--- src/rtl/strap_seq_pkg.sv ---
package strap_seq_pkg;

  localparam int unsigned STRAP_W = 4;
  localparam int unsigned IDX_M0  = 0;
  localparam int unsigned IDX_M1  = 1;
  localparam int unsigned IDX_FA  = 2;
  localparam int unsigned IDX_FB  = 3;

  typedef enum logic [1:0] {
    PH_SETTLE = 2'd0,
    PH_QUAL   = 2'd1,
    PH_RUN    = 2'd2
  } phase_e;

  // Host current multiple from the two captured select bits.
  function automatic logic [2:0] host_mult(input logic m0, input logic m1);
    logic [2:0] r;
    case ({m0, m1})
      2'b00:   r = 3'd5;
      2'b01:   r = 3'd6;
      2'b10:   r = 3'd4;
      default: r = 3'd7;
    endcase
    return r;
  endfunction

  // Pull-up resolution: an undriven pad reads high.
  function automatic logic pad_level(input logic drv, input logic val);
    return drv ? val : 1'b1;
  endfunction

endpackage

--- src/rtl/strap_sync.sv ---
module strap_sync #(
  parameter int unsigned W      = 4,
  parameter int unsigned STAGES = 2
) (
  input  logic         clk,
  input  logic         rst_n,
  input  logic [W-1:0] drv_i,
  input  logic [W-1:0] val_i,
  output logic [W-1:0] sync_o
);
  import strap_seq_pkg::*;

  for (genvar b = 0; b < W; b++) begin : g_bit
    logic [STAGES-1:0] chain_q;
    logic              lvl;

    assign lvl = pad_level(drv_i[b], val_i[b]);

    always_ff @(posedge clk or negedge rst_n) begin
      if (!rst_n) chain_q <= '1;
      else if (STAGES == 1) chain_q <= lvl;
      else chain_q <= {chain_q[STAGES-2:0], lvl};
    end

    assign sync_o[b] = chain_q[STAGES-1];
  end

endmodule

--- src/rtl/strap_qualifier.sv ---
module strap_qualifier #(
  parameter int unsigned W       = 4,
  parameter int unsigned RUN_LEN = 4,
  parameter int unsigned LIMIT   = 64
) (
  input  logic         clk,
  input  logic         rst_n,
  input  logic         arm_i,
  input  logic [W-1:0] sample_i,
  output logic         accept_o,
  output logic         timeout_o
);
  localparam int unsigned RUN_W = $clog2(RUN_LEN + 1);
  localparam int unsigned LIM_W = $clog2(LIMIT + 1);
  localparam logic [RUN_W-1:0] RUN_LAST = RUN_W'(RUN_LEN - 1);
  localparam logic [LIM_W-1:0] LIM_LAST = LIM_W'(LIMIT - 1);

  logic [W-1:0]     prev_q;
  logic [RUN_W-1:0] run_q;
  logic [LIM_W-1:0] wait_q;
  logic             same;

  assign same      = (sample_i == prev_q);
  assign accept_o  = arm_i && same && (run_q == RUN_LAST);
  assign timeout_o = arm_i && (wait_q == LIM_LAST);

  always_ff @(posedge clk or negedge rst_n) begin
    if (!rst_n) begin
      prev_q <= '1;
      run_q  <= '0;
      wait_q <= '0;
    end else begin
      prev_q <= sample_i;
      if (!arm_i) begin
        run_q  <= '0;
        wait_q <= '0;
      end else begin
        if (!same) run_q <= '0;
        else if (run_q != RUN_LAST) run_q <= run_q + 1'b1;
        if (wait_q != LIM_LAST) wait_q <= wait_q + 1'b1;
      end
    end
  end

endmodule

--- src/rtl/strap_seq_ctrl.sv ---
module strap_seq_ctrl #(
  parameter int unsigned SETTLE_CYCLES = 150000
) (
  input  logic                  clk,
  input  logic                  rst_n,
  input  logic                  accept_i,
  input  logic                  timeout_i,
  output strap_seq_pkg::phase_e phase_o,
  output logic                  settle_done_o,
  output logic                  latch_en_o
);
  import strap_seq_pkg::*;

  localparam int unsigned CNT_W = $clog2(SETTLE_CYCLES + 1);
  localparam logic [CNT_W-1:0] CNT_LAST = CNT_W'(SETTLE_CYCLES - 1);

  phase_e           phase_q, phase_d;
  logic [CNT_W-1:0] cnt_q;

  assign settle_done_o = (phase_q == PH_SETTLE) && (cnt_q == CNT_LAST);
  assign latch_en_o    = (phase_q == PH_QUAL) && (accept_i || timeout_i);
  assign phase_o       = phase_q;

  always_comb begin
    phase_d = phase_q;
    case (phase_q)
      PH_SETTLE: if (settle_done_o) phase_d = PH_QUAL;
      PH_QUAL:   if (latch_en_o)    phase_d = PH_RUN;
      default:   phase_d = PH_RUN;
    endcase
  end

  always_ff @(posedge clk or negedge rst_n) begin
    if (!rst_n) begin
      phase_q <= PH_SETTLE;
      cnt_q   <= '0;
    end else begin
      phase_q <= phase_d;
      if (phase_q == PH_SETTLE && !settle_done_o) cnt_q <= cnt_q + 1'b1;
    end
  end

endmodule

--- src/rtl/strap_capture_seq.sv ---
module strap_capture_seq #(
  parameter int unsigned SETTLE_CYCLES = 150000,
  parameter int unsigned SYNC_STAGES   = 2,
  parameter int unsigned RUN_LEN       = 4,
  parameter int unsigned QUAL_LIMIT    = 64
) (
  input  logic       clk,
  input  logic       rst_n,
  input  logic [3:0] strap_drv_i,
  input  logic [3:0] strap_val_i,
  input  logic       ref_clk_i,
  input  logic       f48_clk_i,
  output logic [3:0] pad_oe_o,
  output logic [3:0] pad_out_o,
  output logic       capture_done_o,
  output logic       cfg_mult0_o,
  output logic       cfg_mult1_o,
  output logic       cfg_fsel_a_o,
  output logic       cfg_fsel_b_o,
  output logic [2:0] drv_mult_o
);
  import strap_seq_pkg::*;

  localparam int unsigned W = STRAP_W;

  logic [W-1:0] sync_w;
  logic [W-1:0] lat_q;
  logic [W-1:0] src_w;
  logic         accept_w;
  logic         timeout_w;
  logic         settle_done_w;
  logic         latch_en_w;
  phase_e       phase_w;

  strap_sync #(.W(W), .STAGES(SYNC_STAGES)) u_sync (
    .clk    (clk),
    .rst_n  (rst_n),
    .drv_i  (strap_drv_i),
    .val_i  (strap_val_i),
    .sync_o (sync_w)
  );

  strap_qualifier #(.W(W), .RUN_LEN(RUN_LEN), .LIMIT(QUAL_LIMIT)) u_qual (
    .clk       (clk),
    .rst_n     (rst_n),
    .arm_i     (phase_w == PH_QUAL),
    .sample_i  (sync_w),
    .accept_o  (accept_w),
    .timeout_o (timeout_w)
  );

  strap_seq_ctrl #(.SETTLE_CYCLES(SETTLE_CYCLES)) u_ctrl (
    .clk           (clk),
    .rst_n         (rst_n),
    .accept_i      (accept_w),
    .timeout_i     (timeout_w),
    .phase_o       (phase_w),
    .settle_done_o (settle_done_w),
    .latch_en_o    (latch_en_w)
  );

  always_ff @(posedge clk or negedge rst_n) begin
    if (!rst_n) lat_q <= '1;
    else if (latch_en_w) lat_q <= sync_w;
  end

  assign capture_done_o = (phase_w == PH_RUN);
  assign src_w = {f48_clk_i, f48_clk_i, ref_clk_i, ref_clk_i};

  for (genvar p = 0; p < W; p++) begin : g_pad
    assign pad_oe_o[p]  = capture_done_o;
    assign pad_out_o[p] = capture_done_o & src_w[p];
  end

  assign cfg_mult0_o  = lat_q[IDX_M0];
  assign cfg_mult1_o  = lat_q[IDX_M1];
  assign cfg_fsel_a_o = lat_q[IDX_FA];
  assign cfg_fsel_b_o = lat_q[IDX_FB];
  assign drv_mult_o   = host_mult(lat_q[IDX_M0], lat_q[IDX_M1]);

endmodule

--- config.mk ---
export PLATFORM = sky130hd
export DESIGN_NAME = strap_capture_seq
export DESIGN_NICKNAME = d
export VERILOG_FILES = /design/src/rtl/strap_seq_pkg.sv /design/src/rtl/strap_sync.sv /design/src/rtl/strap_qualifier.sv /design/src/rtl/strap_seq_ctrl.sv /design/src/rtl/strap_capture_seq.sv
export SDC_FILE = /design/constraint.sdc
export NUM_CORES = 1
export LEC_CHECK = 0
export BUFFER_PORTS_ARGS = -buffer_cell sky130_fd_sc_hd__buf_2
export CORE_ASPECT_RATIO = 1.25
export CORE_UTILIZATION = 57
export CTS_BUF_LIST = sky130_fd_sc_hd__clkbuf_16
export DETAILED_ROUTE_END_ITERATION = 10
export PLACE_DENSITY = 0.8
export SLEW_MARGIN = 20
export SYNTH_ARGS = -nofsm -noshare
export SYNTH_HDL_FRONTEND = slang
export SYNTH_SLANG_ARGS = --single-unit
--- constraint.sdc ---
create_clock -name clk -period 2.16 [get_ports clk]
set_clock_uncertainty 0.05 [all_clocks]
set_input_delay 0.108 -clock clk [delete_from_list [all_inputs] [get_ports clk]]
set_output_delay 0.108 -clock clk [all_outputs]
set_load 0.05 [all_outputs]
Yosys cells after proc, flatten, opt, wreduce, memory -nomap -nowiden

Index checks and enable logic that the tools add are counted.

Bits in registers: 46
Output and inout port bits: 16

Add/sub/neg operators: 3
Equality and inequality tests: 14
Muxes and demuxes: 13
Bitwise operators: 2
Reductions and logical operators: 11

Operators with widths:

| operator              | count |
|---|---|
| $add 18x1->18 const B | 1 |
| $eq 18x18->1 const B  | 1 |
| $mux 7                | 2 |
| $mux 3                | 3 |
| $add 7x1->7 const B   | 1 |
| $eq 7x6->1 const B    | 1 |
| $ne 7x6->1 const B    | 1 |
| $logic_and 1x1->1     | 6 |
| $pmux 2 s3            | 1 |
| $eq 2x1->1 const B    | 2 |
| $eq 2x2->1 const B    | 2 |
| $eq 4x4->1            | 1 |
| $logic_not 2->1       | 2 |
| $mux 1                | 4 |
| $mux 2                | 2 |
| $ne 2x2->1 const B    | 2 |
| $pmux 2 s2            | 1 |
| $add 3x1->3 const B   | 1 |
| $eq 3x2->1 const B    | 1 |
| $ne 3x2->1 const B    | 1 |
| $ne 3x3->1 const B    | 1 |
| $and 1x1->1           | 2 |
| $ne 2x1->1 const B    | 1 |
| $reduce_and 2->1      | 1 |
| 2 further kinds       | 2 |

Depth between registers and ports, before layout

Gate-level depths: netlist of the first run.

Depth in word-level cells: 7
Gate-level depth with buffers: 6

By module

A second synthesis of the first run with hierarchy kept.

Cell total of the unflattened synthesis: 184
Area, all modules: 2169.6 um^2

By module, submodules not included:

| module            | times used | cells an instance | area each (um^2) |
|---|---|---|---|
| strap_seq_ctrl    | 1          | 83                | 973.4 |
| strap_qualifier   | 1          | 61                | 659.4 |
| strap_capture_seq | 1          | 24                | 271.5 |
| strap_sync        | 1          | 16                | 265.3 |

Worst setup path before layout of the first run

OpenSTA, ideal clock, no wires.

Path kind: register -> output
Start point: register u_ctrl.phase_q[1] (netlist: u_ctrl.phase_o[1])
End point: output pad_out_o[1]
Arrival: 2.318 ns
Setup slack: -0.316 ns
Stages on the path, launching flop included: 5
Path through: dfrtp_1 -> clkbuf_1 -> nor2b_1 -> and2_1 -> buf_4

Longest elaborated chain between the ends: 2

RTL lines:

| what                   | RTL line                | RTL |
|---|---|---|
| from (decl)            | strap_seq_ctrl.sv:17    | `phase_e phase_q, phase_d;` |
| from (signal assigned) | strap_seq_ctrl.sv:38    | `phase_q <= phase_d;` |
| $eq 2x2->1             | strap_capture_seq.sv:67 | `assign capture_done_o = (phase_w == PH_RUN);` |
| via capture_done_o     | strap_capture_seq.sv:15 | `output logic capture_done_o,` |
| $and 1x1->1            | n/a                     |  |
| to (decl)              | strap_capture_seq.sv:14 | `output logic [3:0] pad_out_o,` |

The timed path passes the listed nets, and every way through them passes these cells.

Worst setup path after layout of the first run

Start point: register u_qual.wait_q[0]
End point: register lat_q[3]

Longest elaborated chain between the ends: 4

RTL lines:

| what                   | RTL line                | RTL |
|---|---|---|
| from (decl)            | strap_qualifier.sv:20   | `logic [LIM_W-1:0] wait_q;` |
| from (signal assigned) | strap_qualifier.sv:40   | `if (wait_q != LIM_LAST) wait_q <= wait_q + 1'b1;` |
| $eq 7x6->1             | strap_qualifier.sv:25   | `assign timeout_o = arm_i && (wait_q == LIM_LAST);` |
| $logic_and 1x1->1      | strap_qualifier.sv:25   |  |
| $logic_or 1x1->1       | strap_seq_ctrl.sv:21    | `assign latch_en_o = (phase_q == PH_QUAL) && (accept_i \|\| timeout_i);` |
| $logic_and 1x1->1      | strap_seq_ctrl.sv:21    |  |
| to (signal assigned)   | strap_capture_seq.sv:64 | `else if (latch_en_w) lat_q <= sync_w;` |
| to (decl)              | strap_capture_seq.sv:27 | `logic [W-1:0] lat_q;` |

Every way passes these cells.
A chain may end at the register's enable or synchronous reset.

==> results of run 1 <==
cell usage after synthesis, drive strengths merged, types with 2 or more instances:
cell / count
o21ai: 3
mux2i: 6
buf: 9
or3: 2
nor2b: 2
o31ai: 4
dfstp: 16
a21oi: 5
a211oi: 2
or2: 4
nand3b: 4
inv: 5
and3: 7
and2: 2
xnor2: 21
nor2: 10
clkbuf: 5
nand2b: 5
nor4: 4
a211o: 4
ha: 6
a31oi: 3
nor3: 2
nand4: 5
xor2: 2
dfrtp: 30
a31o: 4
nand3: 15
nand2: 7
layout by cell type (no fill, tap or decap), drive strengths merged, types with 7 or more instances in the layout:
| cell type | n |
|---|---|
| xnor2 | 21 |
| and3 | 7 |
| nor2 | 10 |
| dfstp | 16 |
| dlygate4sd3 | 9 |
| nand2 | 7 |
| nand3 | 15 |
| buf | 28 |
| dfrtp | 30 |
stage by stage:
step	instance area, sq um	utilization	instances	hold slack [ns]	setup slack (ns)
4_1_cts	2640	0.693	289	0.309	0.399
2_1_floorplan	2290	-	204	-0.238	0.0214
3_3_place_gp	2420	0.633	272	0.188	0.465
6_report	2640	0.693	289	0.308	0.399
5_1_grt	2640	0.693	289	0.313	0.233
3_5_place_dp	2420	0.633	272	0.200	0.416
final timing paths:
kind,endpoint,slack [ns],cells after the start
worst max-delay path,lat_q[3],0.40,5
worst min-delay path,u_sync.g_bit[3].chain_q[1],0.31,0
worst max register to register,lat_q[3],0.40,5
worst min register to register,u_sync.g_bit[3].chain_q[1],0.31,0
max in group asynchronous,u_sync.g_bit[2].chain_q[1],0.95,3
min in group asynchronous,u_qual.wait_q[6],0.41,2
area by class of cell:
| class | count | share of cell area |
|---|---|---|
| Timing Repair Buffer | 37 | 0.0890 |
| Tap cell | 54 | 0.0256 |
| Clock buffer | 5 | 0.0473 |
| Clock inverter | 3 | 0.00473 |
| Sequential cell | 46 | 0.443 |
| Multi-Input combinational cell | 139 | 0.383 |
| Inverter | 5 | 0.00710 |
metal layers:
| metal | share of wire | global-route usage | vias up |
|---|---|---|---|
| li1 | - | - | 775 |
| met1 | 0.45 | 0.267 | 756 |
| met2 | 0.50 | 0.392 | 42 |
| met3 | 0.036 | 0.0426 | 6 |
| met4 | 0.016 | 0.0979 | 0 |
| met5 | 0 | 0 | - |
kinds of logic after synthesis:
logic type                 synth area share
buffers and inverters                0.0460
other                               0.00164
and+or+nand+nor                       0.196
AOI/OAI and AO/OA                    0.0919
DFF                                   0.512
muxes                                0.0312
adders and majority gates            0.0328
xor gates and xnor gates             0.0881
registers in the layout, summed over array words and instances (netlist names):
register              flops
lat_q                     4
u_ctrl.cnt_q             18
u_qual.run_q              3
u_sync.g_bit.chain_q      8
u_ctrl.phase_o            2
u_qual.wait_q             7
u_qual.prev_q             4
power by group:
group,total [W],internal (W),switching [W]
sequential,0.000892,0.000883,0.00000881
clock,0.000726,0.000418,0.000308
combinational,0.0000649,0.0000306,0.0000343
==> qor.txt, run 1 <==
Max stage delay cell, worst path: dfrtp_1
Largest net degree at the start of global routing: 40
Sink Count: 46
Initial core utilization: 0.599
Final setup viols: 0
CORE AREA: 3820 sq um
Via count: 1579
Pwr dens: 637 nW/um^2
FP Rows: 25
Most used DFF post-synth: dfrtp_1
# H-tree levels: 2
Kind of critical path: reg2reg
Reg clk slew, reported paths: 0.06 ns
Die Y: 72.8 um
Multi-input gate area: 1010 sq um
Fmax: 568 MHz
Synth warnings: 0
Register area share after synthesis: 0.512
Layout cells sized above 1: 0.255
WP data arrival: 1.93 ns
CTS tree: built
Vias in the first global route: 1630
Fillcell total: 295
Number of DRC violations after detailed routing: 0
Starting DRT DRC Count: 38
DR vias/cell: 5.46
Worst Path Required: 2.32 ns
Worst Setup End Kind: register
Crit path buf inv count: 0
Top delay family on crit path: simple AND/OR/NAND/NOR gates
Area leader, netlist: dfrtp_1
Initial antenna violation count: 0
Worst setup startpoint: u_qual.wait_q[0]
Final Hold Viols: 0
Status: finished clean
Setup TNS: 0 ns
Clk root buf: clkbuf_16
Post-DP HPWL: 2720 um
Pwr Total: 0.00168 W
Worst hold start: u_sync.g_bit[3].chain_q[0]
Die Width: 58.7 um
Worst reg2reg startpoint: u_qual.wait_q[0]
TritonCTS Buffers: 5
Placer Congestion: 0.779
CTS-repair resized insts: 0
Async SR Flop Fraction: 1.00
Worst skew pair latency: 0.29 ns
RSZ-0062 raised after global routing: no
Synthesized instance count: 204
Die footprint: 4270 sq um
Grt ovf: 0
Rel. slew slack: 0.443
Crit start category: register
Mean post-synth cell area: 11.2 sq um
Io pins: 28
Max Cap Viol: 0
Post-synth top area share: 0.328
Post-Syn Nets: 222
Synth area leaders: dfrtp_1 33%, dfstp_2 18%, xnor2_1 8.0%
#FFs+latches synth: 46
Pleak: 1.19 nW
Hold-fix buffers, CTS: 9
Hold Path Class: reg2reg
Total wire length: 4170 um
Maximum root-to-sink buffer count: 2
Final period util: 0.815
Net count, final: 252
Ant. Diodes: 0
Detail Route Antenna Nets: 0
CP peak stage delay: 0.38 ns
Maximum vdd drop: 500 uV
GRT Overall Usage: 0.224
Least-Margin Pin Slew: 0.836 ns
First-pass GRT wire length: 7110 um
Avg WL per Cell: 14.4 um
PortBufs: 26
FF/Latch Area: 1170 sq um
Pre-antenna DRT Iters: 4
Post-CTS setup buffer count: 0
CP cell instances: ha_1 > and4_1 > nand3_4 > a31o_1 > a211o_1
EDFF count, synth: 0
Cell area after synthesis: 2290 sq um
Area grow syn2layout: 15.6%
Crit-path max FO: 10
Tmin final: 1.76 ns
Final Max Slew Viols: 0
Post-synthesis cell type count: 45
Note: power is estimated with default switching activity, not from simulation.
==> inputs of run 2 (changes only) <==
CORE_UTILIZATION = 52   (was 57)
PLACE_DENSITY = 0.77   (was 0.8)
clock period = 1.44 ns   (was 2.16 ns; I/O delays follow)
==> qor.txt, run 2 (synthesis results as in run 1) <==
Final Worst Setup Slack: -0.304 ns
Starting DRT DRC Count: 161
Die Width: 61.3 um
RSZ-0062 raised after global routing: yes
Pwr dens: 736 nW/um^2
Via count: 2120
Avg WL per Cell: 21.7 um
Reg clk slew, reported paths: 0.07 ns
Setup WS pre-CTS: -0.166 ns
Status: complete, but fails checks
TritonCTS Buffers: 5
R2r worst-path depth: 5
First-pass GRT wire length: 9450 um
Sink Count: 46
Crit start category: register
Final Max Slew Viols: 0
Worst Path Required: 1.60 ns
Pre-antenna DRT Iters: 4
Worst reg2reg startpoint: u_ctrl.cnt_q[4]
Reg2Reg Setup Slack: -0.30 ns
Maximum root-to-sink buffer count: 2
Setup TNS: -3.18 ns
Worst Setup End Kind: register
Detail Route Antenna Nets: 0
Max Cap Viol: 0
Tmin final: 1.74 ns
Comb pwr share: 0.054
Clock Power Share: 0.439
Fmax: 573 MHz
Layout cells sized above 1: 0.559
Post-placement cell area: 2800 sq um
Die footprint: 4670 sq um
Final setup viols: 30
FP Rows: 26
Pleak: 1.62 nW
Crit path buf inv count: 1
Largest net degree at the start of global routing: 47
Net count, final: 312
WP data arrival: 1.90 ns
Initial core utilization: 0.549
Final instance area: 3580 sq um
Ant. Diodes: 0
FF/Latch Area: 1170 sq um
Failing checks: negative setup slack
Clk root buf: clkbuf_16
Max reg flops: 18
Hold Path Class: in2async
Post-DP HPWL: 3120 um
Final period util: 1.21
Switching Fraction: 0.226
Crit-path max FO: 4
Sequential share of power: 0.507
Maximum vdd drop: 744 uV
Initial antenna violation count: 0
Commonest non-fill, non-tap cell in the layout: buf_4
Grt ovf: 0
PortBufs: 26
Largest Register: u_ctrl.cnt_q
Multi-input gate area: 1320 sq um
Kind of critical path: reg2reg
Commonest cells after routing, fill and taps aside: 47 x buf_4, 30 x dfrtp_1, 17 x buf_2
# H-tree levels: 2
Area grow syn2layout: 56.5%
CP peak stage delay: 0.40 ns
Die Y: 76.2 um
NetSw: 0.000597 W
Io pins: 28
Biggest regs: u_ctrl.cnt_q: 18 flops, u_sync.g_bit.chain_q: 8 flops, u_qual.wait_q: 7 flops
Core Util, Final: 0.860
Max stage delay cell, worst path: dfrtp_1
Worst skew pair latency: 0.29 ns
CP cell instances: nor4bb_1 > nand4_1 > buf_4 > or2_4 > a41oi_2
Top delay family on crit path: simple AND/OR/NAND/NOR gates
Total wire length: 7620 um
Power Internal: 0.00204 W
Placer Congestion: 0.868
DR vias/cell: 6.04
Final Hold Viols: 0
GRT Overall Usage: 0.279
Fillcell total: 190
Number of DRC violations after detailed routing: 0
FF-to-FF End: u_ctrl.cnt_q[3]
Vias in the first global route: 2032
CTS tree: built
CORE AREA: 4160 sq um
==> run 2: cell type report <==
class,instances,share of cell area
multi-input combinational,139,0.369
timing repair buffer,97,0.236
clock inverter,3,0.00594
clock buffer,5,0.0350
inverter,5,0.00594
tap,56,0.0196
sequential,46,0.328
==> run 2: worst max-delay path by stage <==
stage / from / to / slack (ns) / depth (start not counted)
after global routing: u_ctrl.cnt_q[4] / u_ctrl.cnt_q[3] / -0.40 / 5
after detailed placement: u_ctrl.cnt_q[10] / u_ctrl.cnt_q[1] / -0.17 / 4
final: u_ctrl.cnt_q[4] / u_ctrl.cnt_q[3] / -0.30 / 5
after CTS: lat_q[0] / drv_mult_o[1] / -0.17 / 4
after floorplan: u_qual.wait_q[0] / lat_q[1] / -0.08 / 6
after global placement: u_ctrl.cnt_q[10] / u_ctrl.cnt_q[1] / -0.14 / 4
==> run 2: worst register-to-register path: stages (launching register included) <==
cell and delay [ns]:
dfrtp_1 0.40, nor4bb_1 0.31, nand4_1 0.26, buf_4 0.21, or2_4 0.24, a41oi_2 0.19
==> run 2: what timing repair did <==
item | CTS | global route
endpoints found under the setup margin | 36 | 44
hold buffers | 9 | 0
buffers inserted | 5 | 11
resized for setup | 44 | 49
hold endpoints to repair | 50 | 0
cloned | 0 | 1
pin swaps | 23 | 25
==> run 2: layer usage <==
| layer | wire [um] | vias up | track usage | part of all wire |
|---|---|---|---|---|
| li1 | - | 899 | - | - |
| met5 | 0 | - | 0 | 0 |
| met4 | 516 | 0 | 0.155 | 0.068 |
| met2 | 3920 | 112 | 0.490 | 0.51 |
| met1 | 2720 | 1067 | 0.294 | 0.36 |
| met3 | 465 | 42 | 0.0577 | 0.061 |
==> run 2: power groups by stage <==
stage / clock [W] / sequential (W) / combinational, W
after floorplan: 0 / 0.00135 / 0.0000347
after global placement: 0 / 0.00135 / 0.000100
after detailed placement: 0 / 0.00135 / 0.000102
after CTS: 0.00114 / 0.00133 / 0.000123
after global routing: 0.00122 / 0.00134 / 0.000151
final: 0.00116 / 0.00134 / 0.000141
==> run 2: metrics by stage <==
stage / std cells / total power [W] / hold slack [ns]
6_report: 351 / 0.00264 / 0.234
5_1_grt: 351 / 0.00271 / 0.266
4_1_cts: 340 / 0.00260 / 0.250
3_5_place_dp: 318 / 0.00146 / 0.0171
3_3_place_gp: 318 / 0.00145 / 0.0132
2_1_floorplan: 204 / 0.00139 / -0.274
==> inputs of run 3 (changes only) <==
CORE_MARGIN = 4   (was unset)
==> qor.txt, run 3 (synthesis results as in run 1) <==
Status: complete, but fails checks
Failing checks: negative setup slack
Fmax: 572 MHz
Io pins: 28
Hold Path Class: in2async
Worst skew pair latency: 0.28 ns
Setup TNS: -3.47 ns
Vias in the first global route: 2054
First-pass GRT wire length: 9600 um
Final period util: 1.21
Avg WL per Cell: 22.2 um
Via count: 2052
Tmin final: 1.75 ns
Commonest non-fill, non-tap cell in the layout: buf_4
R2r worst-path depth: 6
Reg clk slew, reported paths: 0.07 ns
Final Max Slew Viols: 0
Clk root buf: clkbuf_16
Die footprint: 5530 sq um
Final Worst Setup Slack: -0.309 ns
Final instance area: 3550 sq um
Grt ovf: 0
Crit start category: register
Largest Register: u_ctrl.cnt_q
Commonest cells after routing, fill and taps aside: 48 x buf_4, 30 x dfrtp_1, 15 x dfstp_2
Maximum root-to-sink buffer count: 2
# H-tree levels: 2
Crit path buf inv count: 1
Pleak: 1.58 nW
Worst Path Required: 1.60 ns
Worst reg2reg startpoint: u_qual.wait_q[0]
Post-placement cell area: 2760 sq um
Max Cap Viol: 0
TritonCTS Buffers: 5
FP Rows: 26
Initial antenna violation count: 0
Initial core utilization: 0.549
Starting DRT DRC Count: 257
Top delay family on crit path: compound AO/OA/AOI/OAI gates
Detail Route Antenna Nets: 0
Placer Congestion: 0.756
Crit-path max FO: 4
DR vias/cell: 5.95
FF-to-FF End: lat_q[1]
Maximum vdd drop: 865 uV
CP peak stage delay: 0.37 ns
Die Y: 82.2 um
Pwr dens: 730 nW/um^2
RSZ-0062 raised after global routing: yes
Max reg flops: 18
Largest net degree at the start of global routing: 47
CORE AREA: 4160 sq um
Number of DRC violations after detailed routing: 0
Final Hold Viols: 0
Sink Count: 46
Area grow syn2layout: 55.4%
CTS tree: built
Net count, final: 306
Pre-antenna DRT Iters: 4
WP data arrival: 1.91 ns
Max stage delay cell, worst path: dfrtp_1
Worst Setup End Kind: register
Ant. Diodes: 0
PortBufs: 26
Layout cells sized above 1: 0.561
Final setup viols: 37
GRT Overall Usage: 0.232
Total wire length: 7650 um
Die Width: 67.3 um
Reg2Reg Setup Slack: -0.31 ns
Biggest regs: u_ctrl.cnt_q: 18 flops, u_sync.g_bit.chain_q: 8 flops, u_qual.wait_q: 7 flops
CP cell instances: ha_2 > nand4_1 > buf_6 > o31ai_2 > mux2i_1 > a211o_1
Kind of critical path: reg2reg
Post-DP HPWL: 3340 um
-- run 3: cell types whose count changed in the layout (fill, tap and decap cells not counted), moves of 2 or more --
cell | before | now
nand3_2 | 4 | 6
buf_6 | 12 | 10
nor2_4 | 1 | 3
xnor2_2 | 7 | 9
clkinv_1 | 0 | 2
buf_2 | 17 | 14
nand3_1 | 10 | 8
-- run 3: worst register-to-register path, delay by kind of cell, from the launching register on --
kind	cells	cell delay, ns
simple gates	1	0.15
mux	1	0.16
fa+ha+maj	1	0.21
buf+inv	1	0.19
flops	1	0.37
compound gates	2	0.55
-- run 3: cell type report --
| cell class | count | area [sq um] |
|---|---|---|
| well taps | 56 | 70.1 |
| flip-flops and latches | 46 | 1170 |
| repair buffers | 91 | 788 |
| multi-input cells | 139 | 1360 |
| inverters | 5 | 21.3 |
| fillers | 169 | 611 |
| clock inverters | 3 | 16.3 |
| clock buffers | 5 | 125 |
-- run 3: layer usage --
layer,track usage,routed length [um],up-vias
met5,0,0,-
met4,0.0710,312,0
met3,0.0433,377,27
met2,0.445,4120,102
met1,0.253,2850,1037
li1,-,-,886
-- run 3: worst max-delay path by stage --
stage | startpoint | to | slack [ns] | cells after the start
finish | u_qual.wait_q[0] | lat_q[1] | -0.31 | 6
detailed placement | u_ctrl.cnt_q[15] | u_ctrl.cnt_q[1] | -0.18 | 4
CTS | lat_q[0] | drv_mult_o[1] | -0.15 | 4
global route | u_qual.wait_q[0] | lat_q[1] | -0.32 | 6
global placement | u_ctrl.cnt_q[10] | u_ctrl.cnt_q[1] | -0.14 | 4
floorplan | u_qual.wait_q[0] | lat_q[1] | -0.08 | 6
-- run 3: power breakdown --
part | switching, W | internal [W]
clock network | 0.000488 | 0.000635
registers | 0.0000145 | 0.00132
logic | 0.0000684 | 0.0000641
total | 0.000571 | 0.00202
-- run 3: timing repair --
| action | CTS | global route |
|---|---|---|
| resized for setup | 51 | 54 |
| pin swaps | 19 | 36 |
| gates cloned | 0 | 0 |
| setup buffers | 5 | 9 |
| hold buffers | 9 | 0 |
| endpoints found under the setup margin | 40 | 42 |
| hold endpoints to repair | 50 | 0 |
-- run 3: per-stage QoR --
step	worst slack (ns)	power, W	hold WS [ns]	cells	utilization
2_1_floorplan	-0.0842	0.00139	-0.274	204	-
3_3_place_gp	-0.144	0.00145	0.0152	314	0.662
3_5_place_dp	-0.180	0.00145	0.0209	314	0.662
4_1_cts	-0.155	0.00257	0.255	336	0.781
5_1_grt	-0.317	0.00267	0.280	345	0.853
6_report	-0.309	0.00259	0.253	345	0.853
